**src/rtl/pwmx_pkg.sv**
```systemverilog
package pwmx_pkg;

   // global register offsets
   localparam int OFS_START = 'h04;
   localparam int OFS_STOP  = 'h08;
   localparam int OFS_RUN   = 'h0C;
   localparam int OFS_EVT   = 'h1C;

   // per-channel window offsets
   localparam logic [7:0] CO_MODE = 8'h00;
   localparam logic [7:0] CO_THR  = 8'h04;
   localparam logic [7:0] CO_HOLD = 8'h08;
   localparam logic [7:0] CO_PER  = 8'h0C;
   localparam logic [7:0] CO_PHLD = 8'h10;

   // mode word fields
   localparam int MODE_SENSE_BIT = 9;
   localparam int MODE_STEER_BIT = 10;

   typedef enum logic [2:0] {
      CR_NONE,
      CR_MODE,
      CR_THR,
      CR_HOLD,
      CR_PER,
      CR_PHLD
   } chan_reg_e;

   function automatic chan_reg_e dec_chan(input logic [7:0] ofs);
      case (ofs)
         CO_MODE: dec_chan = CR_MODE;
         CO_THR:  dec_chan = CR_THR;
         CO_HOLD: dec_chan = CR_HOLD;
         CO_PER:  dec_chan = CR_PER;
         CO_PHLD: dec_chan = CR_PHLD;
         default: dec_chan = CR_NONE;
      endcase
   endfunction

endpackage

```
**src/rtl/pwmx_presc.sv**
```systemverilog
module pwmx_presc #(
   parameter int PRES_W   = 4,
   parameter int MAX_PRES = 10
) (
   input  logic              clk,
   input  logic              rst_n,
   input  logic              run,
   input  logic [PRES_W-1:0] pres,
   output logic              tick
);
   localparam logic [PRES_W-1:0] PMAX = PRES_W'(MAX_PRES);

   logic [MAX_PRES-1:0] div_q;
   logic [PRES_W-1:0]   eff;
   logic [MAX_PRES-1:0] mask;

   assign eff  = (pres > PMAX) ? PMAX : pres;
   assign mask = ~({MAX_PRES{1'b1}} << eff);
   assign tick = run && ((div_q & mask) == mask);

   always_ff @(posedge clk or negedge rst_n) begin
      if (!rst_n)      div_q <= '0;
      else if (!run)   div_q <= '0;
      else if (tick)   div_q <= '0;
      else             div_q <= div_q + MAX_PRES'(1);
   end
endmodule

```
**src/rtl/pwmx_glb.sv**
```systemverilog
module pwmx_glb #(
   parameter int NUM_CH = 4
) (
   input  logic              clk,
   input  logic              rst_n,
   input  logic              wr_start,
   input  logic              wr_stop,
   input  logic              rd_evt,
   input  logic [NUM_CH-1:0] wmask,
   input  logic [NUM_CH-1:0] wrap_v,
   output logic [NUM_CH-1:0] run_q,
   output logic [NUM_CH-1:0] evt_q,
   output logic              irq_o
);
   logic [NUM_CH-1:0] set_m, clr_m;

   assign set_m = wr_start ? wmask : '0;
   assign clr_m = wr_stop  ? wmask : '0;
   assign irq_o = |evt_q;

   always_ff @(posedge clk or negedge rst_n) begin
      if (!rst_n) begin
         run_q <= '0;
         evt_q <= '0;
      end else begin
         run_q <= (run_q | set_m) & ~clr_m;
         evt_q <= (rd_evt ? '0 : evt_q) | wrap_v;
      end
   end
endmodule

```
**src/rtl/pwmx_chan.sv**
```systemverilog
module pwmx_chan
   import pwmx_pkg::*;
#(
   parameter int CNT_W    = 16,
   parameter int PRES_W   = 4,
   parameter int MAX_PRES = 10,
   parameter int DATA_W   = 32
) (
   input  logic              clk,
   input  logic              rst_n,
   input  logic              run,
   input  logic              wr_en,
   input  chan_reg_e         wsel,
   input  logic [DATA_W-1:0] wdata,
   output logic              pwm_o,
   output logic              wrap_o,
   output logic              sense_o,
   output logic              steer_o,
   output logic [PRES_W-1:0] pres_o,
   output logic [CNT_W-1:0]  thr_o,
   output logic [CNT_W-1:0]  per_o,
   output logic [CNT_W-1:0]  hthr_o,
   output logic [CNT_W-1:0]  hper_o,
   output logic [CNT_W-1:0]  cnt_o
);
   logic [CNT_W-1:0] val;
   logic             tick, at_top, pend_thr, pend_per;
   logic             unused_hi;

   assign val       = wdata[CNT_W-1:0];
   assign unused_hi = ^wdata[DATA_W-1:CNT_W];

   pwmx_presc #(.PRES_W(PRES_W), .MAX_PRES(MAX_PRES)) presc_i (
      .clk  (clk),
      .rst_n(rst_n),
      .run  (run),
      .pres (pres_o),
      .tick (tick)
   );

   assign at_top = (per_o == '0) || (cnt_o >= per_o - CNT_W'(1));
   assign wrap_o = run && tick && at_top;
   assign pwm_o  = run ? ((cnt_o >= thr_o) ^ sense_o) : sense_o;

   always_ff @(posedge clk or negedge rst_n) begin
      if (!rst_n) begin
         cnt_o    <= '0;
         thr_o    <= '0;
         per_o    <= '0;
         hthr_o   <= '0;
         hper_o   <= '0;
         pend_thr <= 1'b0;
         pend_per <= 1'b0;
         pres_o   <= '0;
         sense_o  <= 1'b0;
         steer_o  <= 1'b0;
      end else begin
         // counter
         if (!run)      cnt_o <= '0;
         else if (tick) cnt_o <= at_top ? '0 : cnt_o + CNT_W'(1);

         // wrap-time transfer of held values
         if (!run) begin
            pend_thr <= 1'b0;
            pend_per <= 1'b0;
         end else if (wrap_o) begin
            if (pend_thr) thr_o <= hthr_o;
            if (pend_per) per_o <= hper_o;
            pend_thr <= 1'b0;
            pend_per <= 1'b0;
         end

         // bus writes
         if (wr_en) begin
            case (wsel)
               CR_MODE: begin
                  pres_o  <= wdata[PRES_W-1:0];
                  sense_o <= wdata[MODE_SENSE_BIT];
                  steer_o <= wdata[MODE_STEER_BIT];
               end
               CR_THR: if (!run) thr_o <= val;
               CR_PER: if (!run) per_o <= val;
               CR_HOLD: begin
                  if (steer_o) begin
                     hper_o <= val;
                     if (!run) per_o <= val;
                     else      pend_per <= 1'b1;
                  end else begin
                     hthr_o <= val;
                     if (!run) thr_o <= val;
                     else      pend_thr <= 1'b1;
                  end
               end
               CR_PHLD: begin
                  hper_o <= val;
                  if (!run) per_o <= val;
                  else      pend_per <= 1'b1;
               end
               default: ;
            endcase
         end
      end
   end
endmodule

```
**src/rtl/pwmx_core.sv**
```systemverilog
module pwmx_core
   import pwmx_pkg::*;
#(
   parameter int NUM_CH       = 4,
   parameter int CNT_W        = 16,
   parameter int PRES_W       = 4,
   parameter int MAX_PRES     = 10,
   parameter int ADDR_W       = 12,
   parameter int DATA_W       = 32,
   parameter int CH_BASE      = 'h200,
   parameter int CH_STRIDE_LG = 5
) (
   input  logic              clk,
   input  logic              rst_n,
   input  logic              bus_wr,
   input  logic              bus_rd,
   input  logic [ADDR_W-1:0] bus_addr,
   input  logic [DATA_W-1:0] bus_wdata,
   output logic [DATA_W-1:0] bus_rdata,
   output logic [NUM_CH-1:0] pwm_o,
   output logic              irq_o
);
   localparam int CH_IW = $clog2(NUM_CH);
   localparam logic [ADDR_W-1:0] CH_LO = ADDR_W'(CH_BASE);
   localparam logic [ADDR_W-1:0] CH_HI = ADDR_W'(CH_BASE + (NUM_CH << CH_STRIDE_LG));

   // elaboration-time parameter checks
   if (NUM_CH < 2)                       begin : g_e0 $error("NUM_CH must be at least 2"); end
   if (DATA_W <= CNT_W)                  begin : g_e1 $error("DATA_W must exceed CNT_W"); end
   if (DATA_W <= MODE_STEER_BIT)         begin : g_e2 $error("DATA_W too narrow for mode word"); end
   if (MAX_PRES < 1)                     begin : g_e3 $error("MAX_PRES must be positive"); end
   if (MAX_PRES >= (1 << PRES_W))        begin : g_e4 $error("PRES_W cannot hold MAX_PRES"); end
   if (CH_STRIDE_LG < 5 || CH_STRIDE_LG > 8) begin : g_e5 $error("stride out of range"); end
   if (CH_BASE + (NUM_CH << CH_STRIDE_LG) >= (1 << ADDR_W)) begin : g_e6 $error("address map overflows ADDR_W"); end

   logic [NUM_CH-1:0]        run_q, evt_q, wrap_v, sense_v, steer_v;
   logic [NUM_CH*CNT_W-1:0]  thr_f, per_f, hthr_f, hper_f, cnt_f;
   logic [NUM_CH*PRES_W-1:0] pres_f;

   logic              in_ch, rd_evt;
   logic [ADDR_W-1:0] rel, ch_idx;
   logic [CH_IW-1:0]  ci;
   chan_reg_e         csel;
   logic [DATA_W-1:0] rd_mux;

   assign in_ch  = (bus_addr >= CH_LO) && (bus_addr < CH_HI);
   assign rel    = bus_addr - CH_LO;
   assign ch_idx = rel >> CH_STRIDE_LG;
   assign ci     = ch_idx[CH_IW-1:0];
   assign csel   = in_ch ? dec_chan(8'(rel[CH_STRIDE_LG-1:0])) : CR_NONE;
   assign rd_evt = bus_rd && (bus_addr == ADDR_W'(OFS_EVT));

   pwmx_glb #(.NUM_CH(NUM_CH)) glb_i (
      .clk     (clk),
      .rst_n   (rst_n),
      .wr_start(bus_wr && (bus_addr == ADDR_W'(OFS_START))),
      .wr_stop (bus_wr && (bus_addr == ADDR_W'(OFS_STOP))),
      .rd_evt  (rd_evt),
      .wmask   (bus_wdata[NUM_CH-1:0]),
      .wrap_v  (wrap_v),
      .run_q   (run_q),
      .evt_q   (evt_q),
      .irq_o   (irq_o)
   );

   for (genvar g = 0; g < NUM_CH; g++) begin : g_ch
      pwmx_chan #(
         .CNT_W(CNT_W), .PRES_W(PRES_W), .MAX_PRES(MAX_PRES), .DATA_W(DATA_W)
      ) chan_i (
         .clk    (clk),
         .rst_n  (rst_n),
         .run    (run_q[g]),
         .wr_en  (bus_wr && in_ch && (ch_idx == ADDR_W'(g))),
         .wsel   (csel),
         .wdata  (bus_wdata),
         .pwm_o  (pwm_o[g]),
         .wrap_o (wrap_v[g]),
         .sense_o(sense_v[g]),
         .steer_o(steer_v[g]),
         .pres_o (pres_f[g*PRES_W +: PRES_W]),
         .thr_o  (thr_f[g*CNT_W +: CNT_W]),
         .per_o  (per_f[g*CNT_W +: CNT_W]),
         .hthr_o (hthr_f[g*CNT_W +: CNT_W]),
         .hper_o (hper_f[g*CNT_W +: CNT_W]),
         .cnt_o  (cnt_f[g*CNT_W +: CNT_W])
      );
   end

   always_comb begin
      rd_mux = '0;
      if (in_ch) begin
         case (csel)
            CR_MODE: begin
               rd_mux[PRES_W-1:0]     = pres_f[ci*PRES_W +: PRES_W];
               rd_mux[MODE_SENSE_BIT] = sense_v[ci];
               rd_mux[MODE_STEER_BIT] = steer_v[ci];
            end
            CR_THR:  rd_mux = DATA_W'(thr_f[ci*CNT_W +: CNT_W]);
            CR_HOLD: rd_mux = steer_v[ci] ? DATA_W'(hper_f[ci*CNT_W +: CNT_W])
                                          : DATA_W'(hthr_f[ci*CNT_W +: CNT_W]);
            CR_PER:  rd_mux = DATA_W'(per_f[ci*CNT_W +: CNT_W]);
            CR_PHLD: rd_mux = DATA_W'(hper_f[ci*CNT_W +: CNT_W]);
            default: rd_mux = '0;
         endcase
      end else if (bus_addr == ADDR_W'(OFS_RUN)) begin
         rd_mux = DATA_W'(run_q);
      end else if (bus_addr == ADDR_W'(OFS_EVT)) begin
         rd_mux = DATA_W'(evt_q);
      end
   end

   always_ff @(posedge clk or negedge rst_n) begin
      if (!rst_n)      bus_rdata <= '0;
      else if (bus_rd) bus_rdata <= rd_mux;
   end
endmodule

```
**config.mk**
```make
export PLATFORM = sky130hd
export DESIGN_NAME = pwmx_core
export DESIGN_NICKNAME = d
export VERILOG_FILES = /design/src/rtl/pwmx_pkg.sv /design/src/rtl/pwmx_presc.sv /design/src/rtl/pwmx_glb.sv /design/src/rtl/pwmx_chan.sv /design/src/rtl/pwmx_core.sv
export SDC_FILE = /design/constraint.sdc
export NUM_CORES = 1
export LEC_CHECK = 0
export ABC_AREA = 1
export BUFFER_PORTS_ARGS = -buffer_cell sky130_fd_sc_hd__clkbuf_2
export CORE_ASPECT_RATIO = 1.25
export CORE_MARGIN = 1.5
export CORE_UTILIZATION = 25
export CTS_BUF_LIST = sky130_fd_sc_hd__clkbuf_16
export CTS_CLUSTER_DIAMETER = 60
export CTS_CLUSTER_SIZE = 40
export DETAILED_ROUTE_END_ITERATION = 8
export PLACE_DENSITY_LB_ADDON = 0.2
export SLEW_MARGIN = 40
export SYNTH_ARGS = -nofsm -noshare
export SYNTH_HDL_FRONTEND = slang
export SYNTH_SLANG_ARGS = --single-unit
export TNS_END_PERCENT = 100
```
**constraint.sdc**
```tcl
create_clock -name clk -period 8.7 [get_ports clk]
set_input_delay 1.305 -clock clk [delete_from_list [all_inputs] [get_ports clk]]
set_output_delay 1.305 -clock clk [all_outputs]
set_load 0.05 [all_outputs]
```
# Yosys cells after proc, flatten, opt, wreduce, memory -nomap -nowiden
# Index checks and enable logic that the tools add are counted.
[word_totals]
latch_bits = 0
mem_bits_rw = 0
reg_bits = 432
inputBits = 48
rom_bits = 0
output_inout_bits = 37
memories = 0
wordCells = 335
[classes]
n_eq_ne = 28
magnitude_cmp = 15
shifts = 9
div = 0
n_bitwise = 20
mux = 157
mul = 0
n_reduce_logical = 46
add_sub_neg = 13
[ops]
columns = ["operator", "count"]
rows = [
  ["2-to-1 mux 16 bit", 65],
  ["case mux 16 bit (2 select lines)", 12],
  ["indexed part select 64 x 7 -> 16 bit", 4],
  [">= comparator 16 bit", 8],
  ["2-to-1 mux 10 bit", 8],
  ["adder 16 x 1 -> 16 bit (second input constant)", 4],
  ["zero test 16 bit", 4],
  ["subtractor 16 x 1 -> 16 bit (second input constant)", 4],
  ["2-to-1 mux 1 bit", 50],
  ["adder 10 x 1 -> 10 bit (second input constant)", 4],
  ["bitwise AND 10 bit", 4],
  ["equality test 10 bit", 4],
  ["NOT 10 bit", 4],
  ["case mux 5 bit (4 select lines)", 2],
  ["<< shifter 10 x 4 -> 10 bit (first input constant)", 4],
  ["2-to-1 mux 4 bit", 9],
  ["2-to-1 mux 32 bit", 1],
  ["equality test 12 x 4 -> 1 bit (second input constant)", 2],
  ["AND reduction 3 bit", 8],
  ["logical AND 1 bit", 21],
  ["case mux 4 bit (5 select lines)", 1],
  ["greater-than comparator 4 bit (second input constant)", 4],
  ["inequality test 2 x 1 -> 1 bit (second input constant)", 8],
  ["indexed part select 16 x 5 -> 4 bit", 1],
  ["other kinds (31)", 52],
]

# Depth between registers and ports, before layout
[logic_depth]
ltp_word = 15
mapped_depth = 21
depth_no_buf = 20

# Hierarchy
# Synthesis repeated with hierarchy kept, for this count alone.
[unflattened]
cells_unflattened = 4230
area_unflattened_um2 = 29211.8
[modules_own_cells]
columns = ["mod", "cells_each", "n_inst", "area_per_inst_um2", "seq_area_each_um2"]
rows = [
  ["pwmx_chan (g_ch[1].chan_i ...)", 768, 2, 5589.1, 2202.1],
  ["pwmx_chan (g_ch[0].chan_i)", 762, 1, 5612.9, 2202.1],
  ["pwmx_chan (g_ch[3].chan_i)", 713, 1, 5561.6, 2202.1],
  ["pwmx_core", 800, 1, 3887.5, 400.4],
  ["pwmx_presc (g_ch[0].chan_i.presc_i ...)", 93, 3, 651.9, 250.2],
  ["pwmx_presc (g_ch[3].chan_i.presc_i)", 98, 1, 671.9, 250.2],
  ["pwmx_glb", 42, 1, 344.1, 200.2],
]

# Worst setup path before layout
# No wires, ideal clock.
[synth_timing]
path_kind = "reg-to-reg"
from = "register g_ch[1].chan_i.per_o[0]"
to = "register g_ch[1].chan_i.per_o[14]"
arrival_ns = 3.252
period_less_slack_ns = 3.369
setup_time_ns = 0.118
stages_incl_launch_ff = 21
slack_ns = 5.331
t_required_ns = 8.582
path_buffers = 1
cell_sequence = "dfrtp_1 -> inv_1 -> nand3_1 -> nor3_1 -> nand2_1 -> nor2_1 -> nand2_1 -> nor3_1 -> nand3_1 -> xor2_1 -> inv_1 -> ha_1 -> a21oi_1 -> o21ai_0 -> a21oi_1 -> nand4_1 -> nand3_2 -> clkbuf_1 -> nand2_1 -> nand3_1 -> nand2_1"
[synth_via]
elab_chain_cells = 10
word_cells_on_any_way = 11
classes_between = "add/sub: 1; order compare: 1; mux: 6; reduce/logical: 3"
[synth_rtl]
columns = ["element", "line_no", "text"]
rows = [
  ["from (decl)", "pwmx_chan.sv:21", "output logic [CNT_W-1:0] per_o,"],
  ["from (signal assigned)", "pwmx_chan.sv:68", "if (pend_per) per_o <= hper_o;"],
  ["from (signal assigned)", "pwmx_chan.sv:82", "CR_PER: if (!run) per_o <= val;"],
  ["from (signal assigned)", "pwmx_chan.sv:86", "if (!run) per_o <= val;"],
  ["subtractor 16 x 1 -> 16 bit", "pwmx_chan.sv:41", "assign at_top = (per_o == '0) || (cnt_o >= per_o - CNT_W'(1));"],
  [">= comparator 16 bit", "pwmx_chan.sv:41", ""],
  ["logical OR 1 bit (*)", "pwmx_chan.sv:41", ""],
  ["logical AND 1 bit (*)", "pwmx_chan.sv:42", "assign wrap_o = run && tick && at_top;"],
  ["2-to-1 mux 16 bit (*)", "pwmx_chan.sv:66", "end else if (wrap_o) begin"],
  ["2-to-1 mux 16 bit (*)", "pwmx_chan.sv:63", "if (!run) begin"],
  ["2-to-1 mux 16 bit", "pwmx_chan.sv:82, pwmx_chan.sv:86, pwmx_chan.sv:96", ""],
  ["2-to-1 mux 16 bit", "pwmx_chan.sv:84", "if (steer_o) begin"],
  ["case mux 16 bit (2 select lines)", "pwmx_chan.sv:75", "case (wsel)"],
  ["2-to-1 mux 16 bit (*)", "pwmx_chan.sv:74", "if (wr_en) begin"],
]
# Mark *: on every way between the ends. The rest lies on a longest branch, timed or not.
# A chain may end at the register's enable or synchronous reset.

# Final worst setup path
[layout_timing]
from = "register g_ch[3].chan_i.per_o[0]"
to = "register g_ch[3].chan_i.per_o[6]"
[layout_via]
elab_chain_cells = 10
word_cells_on_any_way = 11
classes_between = "add/sub: 1; order compare: 1; mux: 6; reduce/logical: 3"
[layout_rtl]
columns = ["element", "line_no"]
rows = [
  ["from (decl)", "pwmx_chan.sv:21"],
  ["from (signal assigned)", "pwmx_chan.sv:68"],
  ["from (signal assigned)", "pwmx_chan.sv:82"],
  ["from (signal assigned)", "pwmx_chan.sv:86"],
  ["subtractor 16 x 1 -> 16 bit", "pwmx_chan.sv:41"],
  [">= comparator 16 bit", "pwmx_chan.sv:41"],
  ["logical OR 1 bit (*)", "pwmx_chan.sv:41"],
  ["logical AND 1 bit (*)", "pwmx_chan.sv:42"],
  ["2-to-1 mux 16 bit (*)", "pwmx_chan.sv:66"],
  ["2-to-1 mux 16 bit (*)", "pwmx_chan.sv:63"],
  ["2-to-1 mux 16 bit", "pwmx_chan.sv:82, pwmx_chan.sv:86, pwmx_chan.sv:96"],
  ["2-to-1 mux 16 bit", "pwmx_chan.sv:84"],
  ["case mux 16 bit (2 select lines)", "pwmx_chan.sv:75"],
  ["2-to-1 mux 16 bit (*)", "pwmx_chan.sv:74"],
]
# Marked as above.

==> results.yml <==
cells_and_area:
  stdcell_count: 5428
  area_growth_pct: 11.51
  nets: 4121
  drive_above_1_share: 0.06280
logic_synthesis:
  synthArstFlopShare: 1.000
  synth_seq_cells: 416
  netlist_area_sq_um: 28030
  synth_flop_cell: "dfrtp_1"
  synthDistinctLibCells: 57
  synth_enable_flop_cells: 0
  synth_seq_area_share: 0.3714
  ys_warn_count: 0
  avgSynthCellArea_sq_um: 7.051
  synthCells: 3975
min_path:
  hold_class: "reg2reg"
  min_path_cells: 2
  min_to: "g_ch[0].chan_i.hthr_o[3]$_DFFE_PN0P_"
  min-delay-start: "g_ch[0].chan_i.hthr_o[3]$_DFFE_PN0P_"
timing:
  worstMarginPinSlew_ns: 0.9574
  fin_crit_sh: 0.5766
  finalHoldViolations: 0
  layout_setup_ws_ns: 3.683
  setup_violations: 0
  finalSetupTns_ns: 0
  rsz0062_at_grt: "false"
  max_slew_margin: 0.3550
  period_needed_ns: 5.017
  max_freq_ghz: 0.1993
  hold_ws_ns: 0.4870
  skew_ns: 0.04310
  slew_violations: 0
setup_path:
  worstPathRequired_ns: 9.27
  r2r_start: "g_ch[3].chan_i.per_o[0]$_DFF_PN0_"
  cp_cell_sequence: "inv_1 > nand3_1 > nor3_1 > nand2_1 > nor3_1 > nand2_1 > nor2_1 > nand3_1 > xor2_1 > inv_1 > ha_1 > nand2_1 > nor3_1 > nand3_1 > nand4_1 > buf_4 > nand3_1 > nand2_1 > nand3_1 > nand2_1"
  reg2regPathDepth: 20
  path_class: "reg2reg"
  crit_path_end_kind: "flip-flop"
  max_stage_delay_ns: 0.59
  r2r_end: "g_ch[3].chan_i.per_o[6]$_DFF_PN0_"
  cp_max_fo: 20
  critPathSlowestCell: "nand4_1"
  start_kind: "flip-flop"
  crit_arrival_ns: 5.58
  regToRegSetupSlack_ns: 3.68
detailed_routing:
  drc: 4
  wl_per_cell_um: 24.14
  viasPerCell: 5.072
  wirelength_mm: 131.1
  via_count: 27531
  drt_iter0_markers: 2597
  ant_nets: 0
  drtPass1Iterations: 7
floorplanning:
  die_y_um: 377.4
  die-area_sq_um: 114100
  start_util: 0.2516
  design.core.area_sq_um: 111400
  die_w_um: 302.5
  ioPinCount: 85
  rows: 137
pwr:
  p_leak_nw: 14.59
  p_per_area_nw_per_um2: 141.2
  total_power_mw: 4.414
  ir_drop_mv: 0.1085
global_routing:
  grt_overflow: 0
  grt_pass1_vias: 26322
  antenna_found_initial: 5
  grt_max_degree: 92
  grt_pass1_wl_mm: 188.8
  grt_usage: 0.2284
clock_network:
  cts_tree: "yes"
  clkLatencyLatePin_ns: 0.64
  root_buffer: "clkbuf_16"
  post_cts_buffers: 0
  cts-hold-fix-buffers: 0
  clock-sinks: 416
  cts_inserted_buffers: 42
  cts.path.max_buffers: 3
  htree_levels: 2
  cts_resized: 0
  cts.clk_slew.worst_paths_ns: 0.08
placement:
  portBuffers: 52
  dp_slack_ns: 3.677
  gp_congestion: 0.9861
  dp_cells: 5347
  dp_hpwl_mm: 98.86
job:
  drv_cap: 0
outcome:
  violations: "DRC"
  status: "finished with violations"
power breakdown:
| part | switching, mW | total, mW | internal, mW |
|---|---|---|---|
| clock | 0.992 | 2.07 | 1.07 |
| sequential | 0.0201 | 1.97 | 1.95 |
| combinational | 0.296 | 0.379 | 0.0829 |
sequential cells by signal (all words and copies together) (netlist names), 16 cells and up:
signal / count
g_ch.chan_i.hthr_o: 64
g_ch.chan_i.thr_o: 64
g_ch.chan_i.pres_o: 16
g_ch.chan_i.cnt_o: 64
bus_rdata: 16
g_ch.chan_i.hper_o: 64
g_ch.chan_i.per_o: 64
g_ch.chan_i.presc_i.div_q: 40
synth_stat cells, types with 3 or more instances:
cell	count	area, sq um
inv_1	512	1922
buf_4	26	195.2
nand2_1	1022	3836
xnor2_1	12	105.1
or2_2	4	25.02
nand3_2	7	70.07
inv_2	8	30.03
a31oi_1	6	37.54
o22ai_1	86	538.0
o21ai_0	254	1271
nor3_2	3	30.03
nor2_2	15	93.84
nand2_2	11	68.82
nor2_4	7	78.83
nor3_1	55	275.3
clkbuf_1	118	442.9
ha_1	140	1752
o31ai_1	3	22.52
a21oi_1	123	615.6
o21ai_1	65	325.3
o211ai_1	9	67.56
xor2_1	90	788.3
nor4_1	15	93.84
buf_1	10	37.54
o21bai_1	15	112.6
nand4_1	145	907.1
dfrtp_1	416	10410
nor2_1	310	1164
o21ai_2	3	26.28
mux2i_1	3	30.03
o221ai_1	5	43.79
clkinv_1	3	11.26
o2111ai_1	22	192.7
nand3_1	372	1862
a221oi_1	4	35.03
nand3b_1	8	60.06
buf_2	39	195.2
o21a_1	4	30.03
stage by stage:
| step | utilization | cell area (sq um) |
|---|---|---|
| global placement | 0.2658 | 29620 |
| CTS | 0.2802 | 31220 |
| finish | 0.2805 | 31260 |
| floorplan | - | 28090 |
| global route | 0.2804 | 31250 |
| detailed placement | 0.2670 | 29740 |
worst max path at each step:
stage / startpoint / endpoint / slack [ns] / cells after the start
final: g_ch[3].chan_i.per_o[0]$_DFF_PN0_ / g_ch[3].chan_i.per_o[6]$_DFF_PN0_ / 3.68 / 20
after detailed placement: g_ch[3].chan_i.per_o[0]$_DFF_PN0_ / g_ch[3].chan_i.per_o[6]$_DFF_PN0_ / 3.68 / 20
after CTS: g_ch[3].chan_i.per_o[0]$_DFF_PN0_ / g_ch[3].chan_i.per_o[6]$_DFF_PN0_ / 3.64 / 20
after floorplan: g_ch[1].chan_i.per_o[0]$_DFF_PN0_ / g_ch[1].chan_i.per_o[14]$_DFF_PN0_ / 5.33 / 20
after global placement: g_ch[3].chan_i.per_o[0]$_DFF_PN0_ / g_ch[3].chan_i.per_o[6]$_DFF_PN0_ / 3.62 / 20
after global routing: g_ch[3].chan_i.per_o[0]$_DFF_PN0_ / g_ch[3].chan_i.per_o[6]$_DFF_PN0_ / 3.25 / 20
placed cells by master (no fill, tap or decap), drive strengths merged, types with 18 or more instances in the layout:
cell and count:
o22ai 86, nor2 333, clkinv 18, dfrtp 416, inv 534, o21ai 322, nand3 379, ha 140
buf 43, nand4 145, a21oi 125, xor2 90, o2111ai 22, clkbuf 93, nand2 1035, nor3 58
layout make-up:
cell class | count | area (sq um)
Sequential cell | 416 | 10410
Inverter | 524 | 1969
Multi-Input combinational cell | 2855 | 14890
Antenna cell | 4 | 10.01
Clock inverter | 34 | 422.9
Timing Repair Buffer | 94 | 673.1
Clock buffer | 42 | 1051
Tap cell | 1459 | 1826
Fill cell | 12395 | 80160
layer usage:
metal / global-route usage / vias up / wire [um]
li1: - / 12992 / -
met4: 0.1491 / 2 / 9857
met5: 0 / - / 14
met1: 0.2878 / 13225 / 53380
met2: 0.3611 / 1009 / 59170
met3: 0.03531 / 303 / 8639
critical path: cells and delay by family (launching register included):
family                   cells  cell delay (ns)
XOR/XNOR                     1             0.14
flip-flops                   1             0.49
adder cells (fa/ha/maj)      1             0.29
AND/OR/NAND/NOR             15             3.38
buffers and inverters        3             0.64
cell families after synthesis:
| kind of cell | count (synthesis) | synth area share |
|---|---|---|
| flops | 416 | 0.3714 |
| buf+inv | 719 | 0.1019 |
| compound gates | 610 | 0.1221 |
| mux | 5 | 0.001875 |
| simple gates | 1982 | 0.3083 |
| fa+ha+maj | 140 | 0.06249 |
| xor+xnor | 102 | 0.03187 |
| other cells | 1 | 0.0001338 |
(Power assumes the default switching activity.)
